File: src/rtl/frdiv_pkg.sv
package frdiv_pkg;
  localparam int unsigned RATIO_W = 15;
  localparam int unsigned WORD_W  = 2 * RATIO_W + 2;

  typedef struct packed {
    logic               upd;
    logic [RATIO_W-1:0] n;
    logic [RATIO_W-1:0] m;
    logic               gate;
  } ctrl_t;

  localparam ctrl_t CTRL_RESET = '{upd: 1'b0, n: RATIO_W'(1), m: RATIO_W'(1), gate: 1'b0};
endpackage

File: src/rtl/frdiv_ctrl_reg.sv
module frdiv_ctrl_reg
  import frdiv_pkg::*;
(
  input  logic               clk_i,
  input  logic               rst_ni,
  input  logic               wr_en_i,
  input  logic [WORD_W-1:0]  wr_data_i,
  output ctrl_t              shadow_o,
  output logic               load_o,
  output logic [RATIO_W-1:0] act_m_o,
  output logic [RATIO_W-1:0] act_n_o
);
  ctrl_t              shadow_q;
  logic [RATIO_W-1:0] act_m_q, act_n_q;

  always_ff @(posedge clk_i) begin
    if (!rst_ni) begin
      shadow_q <= CTRL_RESET;
      act_m_q  <= RATIO_W'(1);
      act_n_q  <= RATIO_W'(1);
    end else begin
      if (shadow_q.upd) begin
        act_m_q <= shadow_q.m;
        act_n_q <= shadow_q.n;
      end
      if (wr_en_i) shadow_q <= ctrl_t'(wr_data_i);
      else if (shadow_q.upd) shadow_q.upd <= 1'b0;
    end
  end

  assign shadow_o = shadow_q;
  assign load_o   = shadow_q.upd;
  assign act_m_o  = act_m_q;
  assign act_n_o  = act_n_q;

  // update bit is visible for one cycle only
  a_r3_upd_self_clear: assert property (@(posedge clk_i) disable iff (!rst_ni)
    (shadow_q.upd && !(wr_en_i && wr_data_i[WORD_W-1])) |=> !shadow_q.upd);
  // active ratio changes only through a pending update
  a_r3_active_hold: assert property (@(posedge clk_i) disable iff (!rst_ni)
    !shadow_q.upd |=> ($stable(act_m_q) && $stable(act_n_q)));
endmodule

File: src/rtl/frdiv_phase_acc.sv
module frdiv_phase_acc #(
  parameter int unsigned W = 15
) (
  input  logic         clk_i,
  input  logic         rst_ni,
  input  logic         gate_i,
  input  logic         load_i,
  input  logic [W-1:0] m_i,
  input  logic [W-1:0] n_i,
  output logic         tick_o
);
  logic [W-1:0] acc_q;
  logic         tick_q;
  logic [W:0]   sum, diff;
  logic         bypass;

  always_comb begin
    sum    = {1'b0, acc_q} + {1'b0, m_i};
    diff   = sum - {1'b0, n_i};
    bypass = (n_i == '0) || (m_i > n_i);
  end

  always_ff @(posedge clk_i) begin
    if (!rst_ni) begin
      acc_q  <= '0;
      tick_q <= 1'b0;
    end else if (load_i) begin
      acc_q  <= '0;
      tick_q <= 1'b0;
    end else if (!gate_i) begin
      tick_q <= 1'b0;
    end else if (bypass) begin
      acc_q  <= '0;
      tick_q <= 1'b1;
    end else if (sum >= {1'b0, n_i}) begin
      acc_q  <= diff[W-1:0];
      tick_q <= 1'b1;
    end else begin
      acc_q  <= sum[W-1:0];
      tick_q <= 1'b0;
    end
  end

  assign tick_o = tick_q;

  a_r1_gate_blocks: assert property (@(posedge clk_i) disable iff (!rst_ni)
    !gate_i |=> !tick_o);
  a_r1_gate_holds_phase: assert property (@(posedge clk_i) disable iff (!rst_ni)
    (!gate_i && !load_i) |=> $stable(acc_q));
  a_r4_load_clears: assert property (@(posedge clk_i) disable iff (!rst_ni)
    load_i |=> (acc_q == '0 && !tick_o));
  a_r5_acc_bound: assert property (@(posedge clk_i) disable iff (!rst_ni)
    (n_i != '0 && m_i <= n_i) |-> (acc_q < n_i));
  a_r6_bypass_ticks: assert property (@(posedge clk_i) disable iff (!rst_ni)
    (gate_i && !load_i && (n_i == '0 || m_i > n_i)) |=> tick_o);
  a_r8_zero_m: assert property (@(posedge clk_i) disable iff (!rst_ni)
    (gate_i && !load_i && m_i == '0 && n_i != '0) |=> !tick_o);
endmodule

File: src/rtl/frac_tick_div.sv
module frac_tick_div
  import frdiv_pkg::*;
(
  input  logic        clk_i,
  input  logic        rst_ni,
  input  logic        wr_en_i,
  input  logic [31:0] wr_data_i,
  output logic [31:0] rd_data_o,
  output logic        tick_o
);
  ctrl_t              shadow;
  logic               load;
  logic [RATIO_W-1:0] act_m, act_n;

  frdiv_ctrl_reg u_ctrl (
    .clk_i     (clk_i),
    .rst_ni    (rst_ni),
    .wr_en_i   (wr_en_i),
    .wr_data_i (wr_data_i),
    .shadow_o  (shadow),
    .load_o    (load),
    .act_m_o   (act_m),
    .act_n_o   (act_n)
  );

  frdiv_phase_acc #(.W(RATIO_W)) u_acc (
    .clk_i  (clk_i),
    .rst_ni (rst_ni),
    .gate_i (shadow.gate),
    .load_i (load),
    .m_i    (act_m),
    .n_i    (act_n),
    .tick_o (tick_o)
  );

  assign rd_data_o = shadow;

  // read-back mirrors the most recent write one cycle later
  a_r2_readback: assert property (@(posedge clk_i) disable iff (!rst_ni)
    wr_en_i |=> (rd_data_o == $past(wr_data_i)));
endmodule

File: config.mk
export PLATFORM = sky130hd
export DESIGN_NAME = frac_tick_div
export DESIGN_NICKNAME = d
export VERILOG_FILES = /design/src/rtl/frdiv_pkg.sv /design/src/rtl/frdiv_ctrl_reg.sv /design/src/rtl/frdiv_phase_acc.sv /design/src/rtl/frac_tick_div.sv
export SDC_FILE = /design/constraint.sdc
export NUM_CORES = 1
export LEC_CHECK = 0
export BUFFER_PORTS_ARGS = -buffer_cell sky130_fd_sc_hd__buf_2
export CAP_MARGIN = 20
export CORE_MARGIN = 5
export CORE_UTILIZATION = 50
export DETAILED_ROUTE_END_ITERATION = 8
export GPL_ROUTABILITY_DRIVEN = 0
export GPL_TIMING_DRIVEN = 0
export PLACE_DENSITY_LB_ADDON = 0.12
export SLEW_MARGIN = 20
export SYNTH_ARGS = -nofsm -noshare
export SYNTH_HDL_FRONTEND = slang
export SYNTH_SLANG_ARGS = --single-unit
File: constraint.sdc
create_clock -name clk_i -period 3.5 [get_ports clk_i]
set_input_delay 0.7 -clock clk_i [delete_from_list [all_inputs] [get_ports clk_i]]
set_output_delay 0.7 -clock clk_i [all_outputs]
set_load 0.005 [all_outputs]
==> summary.md <==
| Metric | Value |
|---|---|
| CP delay by family, top | `compound AO/OA/AOI/OAI gates` |
| # rows | `35` |
| Die Ht | `107 um` |
| Min Tclk post-route | `3.80 ns` |
| CTS HTree Levels | `3` |
| Core area | `9240 sq um` |
| Leakage | `2.58 nW` |
| Avg Cell Area, Syn | `9.25 sq um` |
| Final #Nets | `684` |
| Most used cell, CP | `a21o_1` |
| I/O Buffers | `65` |
| Worst path depth | `17` |
| Fill cells | `822` |
| Share of cells above drive strength 1 | `22.7%` |
| RSZ-0062 raised after global routing | `yes` |
| Final Hold Vio Count | `0` |
| CTS tree | `yes` |
| Status | `complete, but fails checks` |
| Crit path arrival time | `4.02 ns` |
| Area Overhead vs Synth | `20.8%` |
| Crit end category | `flip-flop` |
| Max stage delay cell, worst path | `a2111o_1` |
| Data required time of the worst path | `3.72 ns` |
| 1st-pass router iterations | `4` |
| Remaining Overflow, GRT | `0` |
| YS warnings | `0` |
| Chip width | `107 um` |
| Final Max Slew Viols | `0` |
| First-pass GRT wire length | `18,600 um` |
| Yosys cell types | `49` |
| FMAX | `0.263 GHz` |
| Seq/Total Area, Yosys | `33.0%` |
| Syn nets | `593` |
| Failing checks | `negative setup slack` |
| Worst R2R Setup Slack | `-0.30 ns` |
| Crit path capture | `u_acc.acc_q[7]` |
| DRC viols | `0` |
| CTS Buf Count | `9` |
| Via count | `3,878` |
| Normalized max-slew margin | `45.9%` |
| Final setup viols | `16` |
| Predominant post-synthesis flop cell | `dfxtp_1` |
| Inst Count DP | `705` |
| #FFs+latches synth | `78` |
| Min-Delay Path Class | `reg2reg` |
| Total GRT Usage | `20.3%` |
| Vias in the first global route | `3,838` |
| Root Buffer | `clkbuf_8` |
| Clock sink total | `78` |
| Ys async rst share | `0%` |
| Maximum fanout along the worst path | `10` |
| Antenna violations before repair | `0` |
| FF-to-FF Start | `u_ctrl.act_m_o[1]` |
| Routed Antenna Nets | `0` |
| DIE AREA | `11,500 sq um` |
| 1st-iter DRT viols | `157` |
| Vias per inst | `5.27` |
| Power density over the cells | `486 nW/um^2` |
| Peak VDD IR | `0.319 mV` |
| Critical path startpoint | `u_ctrl.act_m_o[1]` |
| Detailed placement HPWL | `9000 um` |
| Layout Cells excl Fill | `736` |
| Post-synth EDFFs | `0` |
| MaxCap Viol Count | `0` |
| Worst-path cell chain | `ha_4 -> a21o_1 -> a2111o_1 -> a31o_2 -> a21oi_4 -> xnor2_2 -> ha_1 -> a21o_1 -> a21o_1 -> a21o_1 -> a21oi_2 -> a22oi_2 -> a311o_1 -> buf_6 -> buf_12 -> mux2i_1 -> o21ai_1` |
| Number of placed I/O pins | `68` |
| FF-to-FF path depth | `17` |
| Starting density of the core | `51.2%` |
| Drt total wl | `11,400 um` |
| Largest net degree at the start of global routing | `16` |
| Capturing point of the worst reg2reg path | `u_acc.acc_q[7]` |
| WS Path Type | `reg2reg` |
| Tightest Pin Transition | `0.812 ns` |
| Crit start category | `flip-flop` |
| Clock Skew | `0.00922 ns` |
| Reg clk slew, reported paths | `0.08 ns` |
| Antenna diode count | `0` |
| Setup ws final | `-0.298 ns` |
| Critical path's largest stage delay | `0.48 ns` |
| Gate Count Post-Synth | `511` |
| Post-Syn Area | `4730 sq um` |
| Final worst-path cycle share | `109%` |
| Clk_lat worst skew | `0.35 ns` |
| Setup TNS | `-4.03 ns` |
| Average wire per standard cell | `15.4 um` |
| Worst path bufs/invs | `2` |
| Clock buffer depth | `2` |
[how the worst min path moves through the flow]
stage	endpoint	from	slack (ns)	depth (start not counted)
final	u_acc.acc_q[13]	u_acc.acc_q[13]	0.46	2
after global routing	u_acc.acc_q[10]	u_acc.acc_q[10]	0.49	2
after CTS	u_acc.acc_q[7]	u_acc.acc_q[7]	0.46	2
after detailed placement	u_acc.acc_q[7]	u_acc.acc_q[7]	0.45	2
after global placement	u_acc.acc_q[10]	u_acc.acc_q[10]	0.44	2
after floorplan	u_acc.acc_q[10]	u_acc.acc_q[10]	0.43	2
[cells by family (layout without fill, tap and decap cells)]
family	after synthesis	after routing	share of synthesized area, %
buffers and inverters	44	140	4.16
multiplexers	73	73	15.5
AO/OA/AOI/OAI	93	93	13.0
flip-flops	78	78	33.0
XOR/XNOR	23	23	4.26
adder cells (fa/ha/maj)	47	47	12.8
AND/OR/NAND/NOR	153	153	17.3
[timing repair]
| action | 4_1_cts | 5_1_grt |
|---|---|---|
| setup buffers | 14 | 1 |
| hold buffers | 0 | 0 |
| resized for setup | 30 | 9 |
| pin swaps | 7 | 4 |
| setup endpoints to repair | 16 | 16 |
[cells in the final DEF, fill, tap and decap left out, types with 3 or more instances in the layout]
| master | instances |
|---|---|
| a21o_1 | 9 |
| a21oi_1 | 23 |
| a311o_1 | 3 |
| a31oi_1 | 4 |
| and2_1 | 3 |
| and3_1 | 3 |
| buf_2 | 65 |
| buf_4 | 16 |
| clkbuf_1 | 18 |
| clkbuf_8 | 9 |
| dfxtp_1 | 68 |
| dfxtp_2 | 5 |
| dfxtp_4 | 5 |
| ha_1 | 39 |
| ha_4 | 5 |
| inv_1 | 22 |
| inv_6 | 3 |
| mux2i_1 | 72 |
| nand2_1 | 38 |
| nand2b_1 | 3 |
| nand3_1 | 6 |
| nor2_1 | 13 |
| nor2b_1 | 62 |
| nor3_1 | 8 |
| nor4_1 | 3 |
| o21a_1 | 5 |
| o21ai_0 | 13 |
| o21ai_1 | 12 |
| or2_2 | 3 |
| xnor2_1 | 13 |
| xor2_1 | 9 |
[state kept, by name, indices dropped and copies added, names as in the netlist]
register and cells:
u_acc.tick_o 1, u_ctrl.shadow_o 31, u_acc.acc_q 15, u_ctrl.load_o 1
u_ctrl.act_n_o 15, u_ctrl.act_m_o 15
[layer usage]
| metal | routed length [um] | track usage, % |
|---|---|---|
| met5 | 0 | 0 |
| met4 | 195 | 6.85 |
| met3 | 580 | 2.71 |
| met2 | 5280 | 33.2 |
| met1 | 5310 | 27.7 |
[Yosys cell counts (4+ instances only)]
cell | count | area, sq um
a31oi_1 | 4 | 25.0
nand2_1 | 38 | 143
mux2i_1 | 73 | 731
o21ai_0 | 25 | 125
xnor2_1 | 14 | 123
dfxtp_1 | 78 | 1560
a21o_1 | 9 | 67.6
xor2_1 | 9 | 78.8
clkbuf_1 | 18 | 67.6
a21oi_1 | 26 | 130
inv_1 | 22 | 82.6
ha_1 | 45 | 563
nor2_1 | 15 | 56.3
o21a_1 | 5 | 37.5
nor2b_1 | 62 | 388
nor3_1 | 8 | 40.0
nand3_1 | 6 | 30.0
[report_power, final]
group | switching [mW] | internal, mW
combinational | 0.547 | 0.564
clock | 0.361 | 0.341
sequential | 0.0358 | 0.929
[stage by stage]
stage	power [mW]	hold WS [ns]	cell area, sq um	utilization (%)	setup slack [ns]
floorplan	1.74	0.429	4770	-	-0.115
global placement	1.93	0.439	5260	56.9	-0.494
detailed placement	1.95	0.448	5260	56.9	-0.537
CTS	2.76	0.460	5670	61.3	-0.261
global route	2.94	0.489	5710	61.8	-0.485
finish	2.78	0.458	5710	61.8	-0.298
[worst reg2reg max path: stages (launching register included)]
cell and delay (ns):
dfxtp_4 0.36, ha_4 0.23, a21o_1 0.21, a2111o_1 0.48, a31o_2 0.25, a21oi_4 0.15
xnor2_2 0.14, ha_1 0.27, a21o_1 0.20, a21o_1 0.17, a21o_1 0.20, a21oi_2 0.14
a22oi_2 0.07, a311o_1 0.29, buf_6 0.14, buf_12 0.15, mux2i_1 0.17, o21ai_1 0.07
[area by class of cell]
class / instances / area, sq um / share of cell area [%]
inverters: 22 / 82.6 / 1.45
plain buffers: 22 / 114 / 1.99
clock inverters: 7 / 80.1 / 1.40
well taps: 129 / 161 / 2.83
repair buffers: 80 / 450 / 7.89
clock buffers: 9 / 124 / 2.17
multi-input cells: 389 / 3110 / 54.5
flip-flops and latches: 78 / 1590 / 27.8
No activity file was read; power rests on OpenSTA's default activity.
